===== src/rtl/fti_pkg.sv =====
package fti_pkg;

    localparam int unsigned NUM_SRC = 2;
    localparam int unsigned SRC_RX  = 0;
    localparam int unsigned SRC_TX  = 1;

    localparam logic ADDR_ENABLE = 1'b0;
    localparam logic ADDR_STATUS = 1'b1;

    typedef enum logic {
        DIR_FILL  = 1'b0,
        DIR_DRAIN = 1'b1
    } fill_dir_e;

    typedef struct packed {
        logic [NUM_SRC-1:0] enable;
        logic [NUM_SRC-1:0] status;
        logic               irq;
    } ctl_state_t;

endpackage


===== src/rtl/fti_cross.sv =====
module fti_cross
    import fti_pkg::*;
#(
    parameter int        DEPTH = 64,
    parameter int        CNT_W = $clog2(DEPTH + 1),
    parameter fill_dir_e DIR   = DIR_FILL
) (
    input  logic             strobe_i,
    input  logic [CNT_W-1:0] count_i,
    input  logic [CNT_W-1:0] thresh_i,
    output logic             hit_o
);

    localparam logic [CNT_W-1:0] FULL_LEVEL = CNT_W'(DEPTH);

    logic movable;

    generate
        if (DIR == DIR_FILL) begin : g_fill
            always_comb movable = (count_i < FULL_LEVEL);
        end else begin : g_drain
            always_comb movable = (count_i != '0);
        end
    endgenerate

    always_comb begin
        hit_o = strobe_i && movable && (count_i == thresh_i);
    end

endmodule


===== src/rtl/fti_regs.sv =====
module fti_regs
    import fti_pkg::*;
#(
    parameter int NSRC   = NUM_SRC,
    parameter int DATA_W = 32
) (
    input  logic              clk,
    input  logic              rst_n,
    input  logic [NSRC-1:0]   set_i,
    input  logic              wr_i,
    input  logic              addr_i,
    input  logic [NSRC-1:0]   wdata_i,
    output logic [DATA_W-1:0] rdata_o,
    output logic              irq_o
);

    logic [NSRC-1:0] enable_d, enable_q;
    logic [NSRC-1:0] status_d, status_q;
    logic            irq_d, irq_q;
    logic [NSRC-1:0] clr_mask;

    always_comb begin
        enable_d = enable_q;
        clr_mask = '0;
        if (wr_i && addr_i == ADDR_ENABLE) begin
            enable_d = wdata_i;
        end
        if (wr_i && addr_i == ADDR_STATUS) begin
            clr_mask = wdata_i;
        end
        status_d = (status_q & ~clr_mask) | set_i;
        irq_d    = |(status_q & enable_q);
    end

    always_ff @(posedge clk) begin
        if (!rst_n) begin
            enable_q <= '0;
            status_q <= '0;
            irq_q    <= 1'b0;
        end else begin
            enable_q <= enable_d;
            status_q <= status_d;
            irq_q    <= irq_d;
        end
    end

    always_comb begin
        rdata_o = '0;
        rdata_o[NSRC-1:0] = (addr_i == ADDR_STATUS) ? status_q : enable_q;
    end

    assign irq_o = irq_q;


    flag_set_chk: assert property (@(posedge clk) disable iff (!rst_n)
        (set_i != '0) |=> ((status_q & $past(set_i)) == $past(set_i)));


    no_spurious_set_chk: assert property (@(posedge clk) disable iff (!rst_n)
        (set_i == '0) |=> ((status_q & ~$past(status_q)) == '0));


    flag_hold_chk: assert property (@(posedge clk) disable iff (!rst_n)
        !(wr_i && addr_i == ADDR_STATUS) |=> ((status_q & $past(status_q)) == $past(status_q)));


    flag_clear_chk: assert property (@(posedge clk) disable iff (!rst_n)
        (wr_i && addr_i == ADDR_STATUS) |=> ((status_q & $past(wdata_i & ~set_i)) == '0));


    irq_rise_chk: assert property (@(posedge clk) disable iff (!rst_n)
        ((status_q & enable_q) != '0) |=> irq_o);


    irq_fall_chk: assert property (@(posedge clk) disable iff (!rst_n)
        ((status_q & enable_q) == '0) |=> !irq_o);

endmodule


===== src/rtl/fifo_thresh_irq.sv =====
module fifo_thresh_irq
    import fti_pkg::*;
#(
    parameter int DEPTH  = 64,
    parameter int CNT_W  = $clog2(DEPTH + 1),
    parameter int DATA_W = 32
) (
    input  logic              clk,
    input  logic              rst_n,
    input  logic              rx_push,
    input  logic [CNT_W-1:0]  rx_count,
    input  logic [CNT_W-1:0]  rx_thresh,
    input  logic              tx_pop,
    input  logic [CNT_W-1:0]  tx_count,
    input  logic [CNT_W-1:0]  tx_thresh,
    input  logic              reg_wr,
    input  logic              reg_addr,
    input  logic [DATA_W-1:0] reg_wdata,
    output logic [DATA_W-1:0] reg_rdata,
    output logic              irq
);

    logic [NUM_SRC-1:0] strobe;
    logic [CNT_W-1:0]   level  [NUM_SRC];
    logic [CNT_W-1:0]   thresh [NUM_SRC];
    logic [NUM_SRC-1:0] hit;
    logic               unused_wdata_hi;

    assign strobe[SRC_RX] = rx_push;
    assign strobe[SRC_TX] = tx_pop;
    assign level[SRC_RX]  = rx_count;
    assign level[SRC_TX]  = tx_count;
    assign thresh[SRC_RX] = rx_thresh;
    assign thresh[SRC_TX] = tx_thresh;
    assign unused_wdata_hi = ^reg_wdata[DATA_W-1:NUM_SRC];

    generate
        for (genvar s = 0; s < NUM_SRC; s++) begin : g_src
            fti_cross #(
                .DEPTH (DEPTH),
                .CNT_W (CNT_W),
                .DIR   ((s == SRC_RX) ? DIR_FILL : DIR_DRAIN)
            ) u_cross (
                .strobe_i (strobe[s]),
                .count_i  (level[s]),
                .thresh_i (thresh[s]),
                .hit_o    (hit[s])
            );
        end
    endgenerate

    fti_regs #(
        .NSRC   (NUM_SRC),
        .DATA_W (DATA_W)
    ) u_regs (
        .clk     (clk),
        .rst_n   (rst_n),
        .set_i   (hit),
        .wr_i    (reg_wr),
        .addr_i  (reg_addr),
        .wdata_i (reg_wdata[NUM_SRC-1:0]),
        .rdata_o (reg_rdata),
        .irq_o   (irq)
    );


    full_push_chk: assert property (@(posedge clk) disable iff (!rst_n)
        (rx_push && rx_count == CNT_W'(DEPTH) && reg_rdata[SRC_RX] == 1'b0 && reg_addr == ADDR_STATUS)
        |=> (reg_rdata[SRC_RX] == 1'b0 || reg_addr != ADDR_STATUS));

endmodule


===== config.mk =====
export PLATFORM = sky130hd
export DESIGN_NAME = fifo_thresh_irq
export DESIGN_NICKNAME = d
export VERILOG_FILES = /design/src/rtl/fti_pkg.sv /design/src/rtl/fti_cross.sv /design/src/rtl/fti_regs.sv /design/src/rtl/fifo_thresh_irq.sv
export SDC_FILE = /design/constraint.sdc
export NUM_CORES = 1
export LEC_CHECK = 0
export ABC_CLOCK_PERIOD_IN_PS = 1500
export CELL_PAD_IN_SITES_DETAIL_PLACEMENT = 1
export CELL_PAD_IN_SITES_GLOBAL_PLACEMENT = 1
export CORE_ASPECT_RATIO = 0.5
export CORE_MARGIN = 2
export CORE_UTILIZATION = 13
export CTS_BUF_LIST = sky130_fd_sc_hd__clkbuf_4 sky130_fd_sc_hd__clkbuf_8
export CTS_CLUSTER_DIAMETER = 60
export DETAILED_ROUTE_END_ITERATION = 8
export PLACE_DENSITY_LB_ADDON = 0.1
export SLEW_MARGIN = 10
export SYNTH_ARGS = -nofsm -noshare
export SYNTH_HDL_FRONTEND = slang
export SYNTH_SLANG_ARGS = --single-unit

===== constraint.sdc =====
create_clock -name clk -period 1.5 [get_ports clk]
set_input_delay 0.3 -clock clk [delete_from_list [all_inputs] [get_ports clk]]
set_output_delay 0.3 -clock clk [all_outputs]
set_load 0.005 [all_outputs]

---- After elaboration in Yosys (flattened, before gate mapping) ----
Cells that the tools add are included.
storage, ports and cells
  register bits ........................... 5
  input port bits ......................... 66
  output and inout bits ................... 33
  word-level logic and storage cells ...... 21
operators by class
  order comparisons ....................... 1
  eq/ne operators ......................... 2
  muxes and demuxes ....................... 2
  bitwise logic cells ..................... 5
  reductions and logical operators ........ 8
operators with widths
  cell                                        count
  == test 7 bit                               2
  < comparator 7 bit (second input constant)  1
  nonzero test 7 bit                          1
  logical AND 1 bit                           6
  AND 2 bit                                   2
  2-to-1 mux 2 bit                            2
  inverter 2 bit                              1
  OR 2 bit                                    1
  OR reduction 2 bit                          1
  inverter 1 bit                              1

---- Longest topological paths before layout ----
Gate-level depths: netlist of run 1.
  depth in word-level cells ............... 5
  mapped depth ............................ 4
  mapped depth without buffers ............ 4

---- Modules after synthesis ----
From an unflattened synthesis of run 1, not the netlist that was laid out.
second synthesis, totals
  cell total of the unflattened synthesis .. 75
  area total of the unflattened synthesis .. 615.6 um^2
by module, submodules not included
  module                        times used  cells an instance  area each (um^2)
  fti_regs                      1           53                 444.2
  fti_cross (g_src[1].u_cross)  1           12                 98.8
  fti_cross (g_src[0].u_cross)  1           10                 72.6

---- Worst setup path after synthesis of run 1 ----
Ideal clock, no wire load.
  path kind ............................... input port to flip-flop
  from .................................... input tx_count[3]
  to ...................................... register u_regs.status_q[1]
  setup time .............................. 0.117 ns
  arrival ................................. 1.201 ns
  required time ........................... 1.383 ns
  slack ................................... 0.182 ns
  stages .................................. 4
  buffers on the path ..................... 0
  path through ............................ or4_4 > nor4_2 > nor4_1 > a32o_1
between the ends
  longest elaborated chain between the ends .. 4
RTL lines
  what                   RTL line               source
  start, declared        fifo_thresh_irq.sv:14  input logic [CNT_W-1:0] tx_count,
  nonzero test 7 bit     fti_cross.sv:22        always_comb movable = (count_i != '0);
  logical AND 1 bit      fti_cross.sv:27        hit_o = strobe_i && movable && (count_i == thresh_i);
  logical AND 1 bit (*)  fti_cross.sv:27
  OR 2 bit (*)           fti_regs.sv:31         status_d = (status_q & ~clr_mask) | set_i;
  end signal, assigned   fti_regs.sv:42         status_q <= status_d;
  end, declared          fti_regs.sv:18         logic [NSRC-1:0] status_d, status_q;
Every way passes the cells marked *; elsewhere a longest branch is shown, timed or not.
A chain may end at the register's enable or synchronous reset.

---- Worst setup path after layout of run 1 ----
  from .................................... register u_regs.status_q[1]
  to ...................................... output reg_rdata[1]
between the ends
  longest elaborated chain between the ends .. 1
RTL lines
  what              RTL line               source
  2-to-1 mux 2 bit  fti_regs.sv:49         rdata_o[NSRC-1:0] = (addr_i == ADDR_STATUS) ? status_q : enable_q;
  end, declared     fifo_thresh_irq.sv:19  output logic [DATA_W-1:0] reg_rdata,
Every way passes these cells.

==> parameters.txt, run 1 <==
Parameter                              Value

Timing
  Worst clock skew ... 0.00175 ns
  Final critical-path required period ... 1.40 ns
  Peak Freq ... 713 MHz
  Number of hold violations in the final report ... 0
  Worst hold margin ... 0.534 ns
  Final worst path period share ... 93.5%
  Unrepaired setup endpoints after global routing ... false
  Number of setup violations in the final report ... 0
  Final slew viol count ... 0

Route
  Drt pass-1 iters ... 3
  Number of remaining DRC errors ... 0
  Vias ... 564
  Via density per instance ... 3.19
  Detail Route Antenna Nets ... 0
  Routed wire length ... 1.55 mm
  WL met3 ... 253 µm
  Routed length per instance ... 8.77 µm
  Detailed-routed wire length on met2 ... 671 µm
  Met1 routed wirelength after detailed routing ... 628 µm
  Initial DRC count ... 7
  Max Used Layer ... met3

Yosys
  Syn_area_per_cell ... 8.48 µm²
  Dominant register cell in the synthesized netlist ... sky130_fd_sc_hd__dfxtp_1
  Top cells by area in the synthesized netlist ... sky130_fd_sc_hd__buf_4 (37%), sky130_fd_sc_hd__dfxtp_1 (16%), sky130_fd_sc_hd__xnor2_1 (10%)
  Sequential cell area fraction in the yosys report ... 16.4%
  Share of the synthesized netlist area taken by xor and xnor gates ... 18.6%
  Fraction of the mapped netlist area in compound gates ... 3.69%
  Mux cell area share after synthesis ... 6.97%
  #FFs+latches synth ... 5
  Dominant combinational cell family by area after synthesis ... buffers and inverters
  Asr flop ratio synth ... 0%
  Total of warnings raised by yosys ... 0
  Number of enable-type register cells in the synthesized netlist ... 0
  Adder and majority gate portion of the synthesized area ... 0%
  Post-Syn Area ... 611 µm²
  Synth area leader ... sky130_fd_sc_hd__buf_4
  Synthesized netlist cell count ... 72
  Share of Yosys cell area claimed by the top area cell type ... 36.9%
  Number of unique standard cell types used by synthesis ... 19
  Synth Area in Simple Gates ... 16.8%

Placed design
  Placed wire-length estimate after detailed placement ... 1.42 mm
  Weighted congestion reported at the end of routability-driven placement ... 0.630
  Port Buf Inserts ... 38

GRT
  GR Util All Layers ... 5.50%
  Overflow left after global routing ... 0
  Antenna violations before repair ... 0
  Pin count of the biggest net entering global routing ... 6
  First-pass GRT wire length ... 2.21 mm
  Via count of the first global-routing pass ... 521

Flow run
  Maximum Capacitance Violations ... 0

Cells and area
  Synthesis-to-finish area growth ... 72.3%
  Layout cells sized above 1 ... 11.7%
  Number of filler instances in the final layout ... 532
  Count of nets after finishing ... 187
  Core utilization of the finished layout ... 23.6%
  Ant. Diodes ... 0

Clock network
  CTS Buf Count ... 3
  Worst-path clk slew ... 0.03 ns
  Buffer type at the clock tree root ... sky130_fd_sc_hd__clkbuf_8
  CTS H-tree depth ... 1
  TritonCTS clock tree ... built
  Clock latency on the worst-skew pair ... 0.22 ns
  Number of buffers on the longest clock path ... 2
  TritonCTS Sinks ... 5

Setup path
  Crit path buf inv count ... 1
  Crit path max-delay cell type ... sky130_fd_sc_hd__dfxtp_1
  Worst path required time ... 1.20 ns
  Critical Path Sink Type ... output pin
  Type of the worst setup path ... reg2out
  Crit Path Max Fanout ... 3
  Slowest Stage Delay on Critical Path ... 0.32 ns
  Crit path cell chain ... mux2_1 -> dlygate4sd2_1
  Cell family contributing the most delay on the critical path ... flip-flops
  Critical Path Start Type ... flip-flop
  CP arrival ... 1.10 ns

Power and ir drop
  Static leakage ... 0.444 nW
  Clock share of power ... 44.8%
  Sequential fraction of design power ... 23.7%
  Net Switching ... 0.130 mW
  Combinational cell fraction of total power ... 31.6%
  Switching Share ... 22.3%
  Internal cell power ... 0.455 mW
  Power density over the cells ... 556 mW/mm²
  Maximum VDD drop ... 0.290 mV

Worst hold path
  HP Class ... reg2reg

Outcome
  Outcome ... completed

Die
  Die span in y ... 52.5 µm
  Die footprint ... 0.00529 mm²
  Initial standard-cell utilization of the core ... 13.7%
  Area of the core ... 0.00447 mm²
  Row count ... 17
  Number of top-level pins ... 99
  Die outline width ... 101 µm
[flip-flops by register name (all words and copies together), names as in the netlist]
register         flops
u_regs.enable_q      2
u_regs.irq_o         1
u_regs.status_q      2
[worst register-to-register path, delay by kind of cell (launching register included)]
| kind | cells | cell delay [ns] |
|---|---|---|
| AND/OR/NAND/NOR | 2 | 0.22 |
| AO/OA/AOI/OAI | 1 | 0.06 |
| flip-flops | 1 | 0.32 |
[placed cells by master, fill, tap and decap left out]
cell type / instances
sky130_fd_sc_hd__mux2i_1: 2
sky130_fd_sc_hd__a32o_1: 1
sky130_fd_sc_hd__or4_4: 1
sky130_fd_sc_hd__nor4_4: 1
sky130_fd_sc_hd__clkbuf_4: 1
sky130_fd_sc_hd__nand4_1: 2
sky130_fd_sc_hd__clkdlybuf4s15_2: 1
sky130_fd_sc_hd__nand3_1: 3
sky130_fd_sc_hd__buf_4: 7
sky130_fd_sc_hd__conb_1: 30
sky130_fd_sc_hd__dlygate4sd2_1: 4
sky130_fd_sc_hd__nor2b_1: 4
sky130_fd_sc_hd__xor2_1: 6
sky130_fd_sc_hd__mux2_1: 2
sky130_fd_sc_hd__clkdlybuf4s15_1: 2
sky130_fd_sc_hd__nor4_1: 2
sky130_fd_sc_hd__and2_1: 1
sky130_fd_sc_hd__nand2_1: 1
sky130_fd_sc_hd__o21ai_1: 1
sky130_fd_sc_hd__clkdlybuf4s50_1: 31
sky130_fd_sc_hd__dfxtp_1: 5
sky130_fd_sc_hd__clkbuf_8: 3
sky130_fd_sc_hd__xnor2_1: 7
sky130_fd_sc_hd__a22oi_1: 1
sky130_fd_sc_hd__nor2_1: 1
[timing repair]
action / 4_1_cts / 5_1_grt
gates resized for setup: 11 / 1
hold buffers: 0 / 0
buffers inserted: 0 / 0
pin swaps: 4 / 1
endpoints found under the setup margin: 3 / 1
[cell usage after synthesis (all sizes together), types with 2 or more instances]
| master | instances |
|---|---|
| buf | 30 |
| dfxtp | 5 |
| mux2 | 2 |
| mux2i | 2 |
| nand3 | 3 |
| nand4 | 2 |
| nor2b | 4 |
| nor4 | 3 |
| xnor2 | 7 |
| xor2 | 6 |
[metrics by stage]
stage | total power, mW | cell area, µm² | setup WS, ns | instances | setup TNS [ns]
after floorplan | 0.255 | 719 | 0.182 | 101 | 0
after global placement | 0.330 | 998 | -0.430 | 173 | -1.28
after detailed placement | 0.328 | 998 | -0.434 | 173 | -1.30
after CTS | 0.594 | 1040 | 0.0125 | 177 | 0
after global routing | 0.628 | 1050 | 0.0469 | 177 | 0
final | 0.585 | 1050 | 0.0982 | 177 | 0
[cell type report]
| type | instances | area, µm² | area share, % |
|---|---|---|---|
| repair buffers | 45 | 429 | 40.8 |
| well taps | 57 | 71.3 | 6.78 |
| flip-flops and latches | 5 | 100 | 9.51 |
| multi-input cells | 66 | 403 | 38.3 |
| clock buffers | 4 | 48.8 | 4.64 |
[power by group through the flow]
stage	clock network [mW]	registers (mW)	logic, mW
final	0.262	0.139	0.185
after global placement	0	0.141	0.189
after floorplan	0	0.140	0.115
after detailed placement	0	0.140	0.188
after global routing	0.285	0.139	0.204
after CTS	0.272	0.139	0.184
[metal layers]
layer / up-vias / GRT usage, %
li1: 275 / -
met1: 239 / 6.14
met2: 50 / 9.33
met3: 0 / 3.33
met4: 0 / 0.676
met5: - / 0
[worst paths after layout]
| check | to | slack, ns | cells past startpoint | start |
|---|---|---|---|---|
| worst max register to register | u_regs.status_q[0] | 0.80 | 3 | u_regs.status_q[0] |
| worst min register to register | u_regs.enable_q[0] | 0.53 | 2 | u_regs.enable_q[0] |
| worst max-delay path | reg_rdata[1] | 0.1 | 2 | u_regs.status_q[1] |
| worst min-delay path | u_regs.enable_q[0] | 0.53 | 2 | u_regs.enable_q[0] |
[logic make-up (layout without fill, tap and decap cells)]
group	after synthesis	in the layout
mux	4	4
buf+inv	30	49
other cells	1	30
compound gates	3	3
xor+xnor	13	13
flops	5	5
simple gates	16	16
(Power assumes the default switching activity.)
==> run 2: changes to the inputs <==
--- a/config.mk
+++ b/config.mk
@@ -8,12 +8,12 @@
 export ABC_CLOCK_PERIOD_IN_PS = 1500
 export CELL_PAD_IN_SITES_DETAIL_PLACEMENT = 1
 export CELL_PAD_IN_SITES_GLOBAL_PLACEMENT = 1
-export CORE_ASPECT_RATIO = 0.5
 export CORE_MARGIN = 2
-export CORE_UTILIZATION = 13
+export CORE_UTILIZATION = 37
 export CTS_BUF_LIST = sky130_fd_sc_hd__clkbuf_4 sky130_fd_sc_hd__clkbuf_8
 export CTS_CLUSTER_DIAMETER = 60
 export DETAILED_ROUTE_END_ITERATION = 8
+export DONT_BUFFER_PORTS = 1
 export PLACE_DENSITY_LB_ADDON = 0.1
 export SLEW_MARGIN = 10
 export SYNTH_ARGS = -nofsm -noshare
==> run 2 against run 1 <==
Sequential share of layout area increased by 9.0 points. Combinational power shrank 65%. Total power down 39%. Core utilization is 12 points higher. Die area down 62%. Register-to-register slack improved by 0.02 ns. Clock skew up 0.0041 ns. Final area is 49% lower. Critical path depth shrank 1. First-iteration DRC count decreased by 100%. Worst setup slack better by 0.22 ns.
==> parameters.txt, run 2 (synthesis gave the netlist of run 1 again) <==
Parameter                              Value

Cells and area
  Number of filler instances in the final layout ... 198 (-63%)
  Synthesis-to-finish area growth ... -11.3%
  Layout cells sized above 1 ... 8.00% (-3.7 points)
  Ant. Diodes ... 0 (unchanged)
  Most used cells in the layout excluding fill and tap cells ... sky130_fd_sc_hd__conb_1 (30), sky130_fd_sc_hd__xnor2_1 (7), sky130_fd_sc_hd__xor2_1 (6), sky130_fd_sc_hd__dfxtp_1 (5), sky130_fd_sc_hd__nor2b_1 (4)
  Post-route cell area ... 542 µm² (-49%)
  Leading cell type in the layout, fill and taps excluded ... sky130_fd_sc_hd__conb_1
  Non-Filler Instances ... 91 (-49%)
  Count of nets after finishing ... 142 (-24%)

Power and ir drop
  Combinational cell fraction of total power ... 18.2% (-13 points)
  Static leakage ... 0.238 nW (-46%)
  Internal cell power ... 0.263 mW (-42%)
  Power density over the cells ... 663 mW/mm² (+19%)
  Maximum VDD drop ... 0.175 mV (-40%)
  Net Switching ... 0.0959 mW (-26%)
  Sequential fraction of design power ... 38.4% (+15 points)
  Clock share of power ... 43.4% (-1.4 points)
  Switching Share ... 26.7% (+4.4 points)

Timing
  Worst clock skew ... 0.00586 ns (+0.00411 ns)
  Final worst setup slack ... 0.320 ns (+0.222 ns)
  Unrepaired setup endpoints after global routing ... false
  Number of hold violations in the final report ... 0 (unchanged)
  Final slew viol count ... 0 (unchanged)
  Number of setup violations in the final report ... 0 (unchanged)
  Final critical-path required period ... 1.18 ns (-0.222 ns)
  Peak Freq ... 848 MHz (+19%)
  Final worst path period share ... 78.6% (-15 points)
  Setup Total Neg Slack ... 0 ns (unchanged)
  Worst hold margin ... 0.174 ns (-0.360 ns)

Clock network
  Number of buffers on the longest clock path ... 2 (unchanged)
  TritonCTS clock tree ... built
  Worst-path clk slew ... 0.05 ns (+0.02 ns)
  Clock latency on the worst-skew pair ... 0.24 ns (+0.02 ns)
  Post-CTS Resized ... 0 (-11)
  Count of buffers added by post-CTS timing repair for setup ... 0 (unchanged)
  Number of hold-repair buffers added at the cts stage ... 0 (unchanged)
  TritonCTS Sinks ... 5 (unchanged)
  CTS Buf Count ... 3 (unchanged)
  CTS H-tree depth ... 1 (unchanged)
  Buffer type at the clock tree root ... sky130_fd_sc_hd__clkbuf_4

Die
  Die outline width ... 44.6 µm (-56%)
  Die footprint ... 0.00199 mm² (-62%)
  Die span in y ... 44.6 µm (-15%)
  Area of the core ... 0.00152 mm² (-66%)
  Initial standard-cell utilization of the core ... 40.1% (+26 points)
  Row count ... 14 (-3)
  Number of top-level pins ... 99 (unchanged)

Placed design
  Post-placement setup slack ... 0.128 ns (+0.563 ns)
  Instance area after placement ... 514 µm² (-48%)
  Weighted congestion reported at the end of routability-driven placement ... 0.687 (+9.1%)
  Placed Cells ... 87 (-50%)
  Port Buf Inserts ... 0 (-100%)
  Placed wire-length estimate after detailed placement ... 942 µm (-33%)

Setup path
  Reg2Reg Setup Slack ... 0.82 ns (+0.02 ns)
  Critical Path Sink Type ... output pin
  Crit path cell chain ... mux2_1
  Cell family contributing the most delay on the critical path ... flip-flops
  Type of the worst setup path ... reg2out
  R2R Path End ... u_regs.irq_o
  Launching instance or port of the critical path ... u_regs.status_q[1]
  Crit path buf inv count ... 0 (-1)
  Critical Path Stages ... 1 (-1)
  Crit path max-delay cell type ... sky130_fd_sc_hd__dfxtp_1
  R2r worst-path depth ... 2 (-1)
  Worst path required time ... 1.20 ns (about the same)
  Crit Path Max Fanout ... 3 (unchanged)
  Slowest Stage Delay on Critical Path ... 0.32 ns (about the same)
  Worst setup path endpoint ... reg_rdata[1]
  Critical Path Start Type ... flip-flop
  CP arrival ... 0.88 ns (-0.22 ns)
  Start of the worst register-to-register path ... u_regs.status_q[0]

Flow run
  Maximum Capacitance Violations ... 0 (unchanged)

GRT
  Overflow left after global routing ... 0 (unchanged)
  Antenna violations before repair ... 0 (unchanged)
  First-pass GRT wire length ... 1.30 mm (-41%)
  GR Util All Layers ... 9.77% (+4.3 points)
  Pin count of the biggest net entering global routing ... 7 (+1)
  Via count of the first global-routing pass ... 315 (-40%)

Route
  Detail Route Antenna Nets ... 0 (unchanged)
  Drt pass-1 iters ... 1 (-2)
  Vias ... 401 (-29%)
  Number of remaining DRC errors ... 0 (unchanged)
  Initial DRC count ... 0 (-7)
  Routed wire length ... 1.02 mm (-34%)
  Via density per instance ... 4.41 (+38%)
  Routed length per instance ... 11.2 µm (+27%)

Worst hold path
  HP Class ... in2reg

Outcome
  Outcome ... completed
-- run 2: worst min path at each step --
stage	start	end	slack (ns)	depth (start not counted)
floorplan	rst_n	u_regs.status_q[0]	0.42	1
global placement	rst_n	u_regs.status_q[0]	0.42	1
detailed placement	rst_n	u_regs.status_q[0]	0.43	1
CTS	rst_n	u_regs.status_q[0]	0.17	1
global route	rst_n	u_regs.enable_q[0]	0.17	1
finish	rst_n	u_regs.status_q[0]	0.17	1
-- run 2: per-layer routing --
layer | vias up | part of all wire (%) | GRT usage, %
li1 | 188 | - | -
met4 | 0 | 2.1 | 7.27
met2 | 40 | 46 | 14.5
met5 | - | 0 | 0
met1 | 169 | 34 | 10.0
met3 | 4 | 18 | 5.71
-- run 2: layout make-up --
class | instances | area, µm² | share of cell area (%)
Multi-Input combinational cell | 66 | 394 | 72.7
Sequential cell | 5 | 100 | 18.5
Clock buffer | 3 | 22.5 | 4.16
Tap cell | 16 | 20.0 | 3.70
Clock inverter | 1 | 5.00 | 0.924
-- run 2: metrics by stage --
stage          utilization [%]  total power [mW]
2_1_floorplan                -             0.255
3_3_place_gp              33.7             0.203
3_5_place_dp              33.7             0.204
4_1_cts                   35.6             0.366
5_1_grt                   35.6             0.385
6_report                  35.6             0.359
-- run 2: power groups by stage --
stage	registers, mW	logic [mW]	clock network (mW)
after floorplan	0.140	0.115	0
after global routing	0.138	0.0758	0.171
final	0.138	0.0654	0.156
after global placement	0.140	0.0630	0
after CTS	0.138	0.0642	0.164
after detailed placement	0.140	0.0637	0
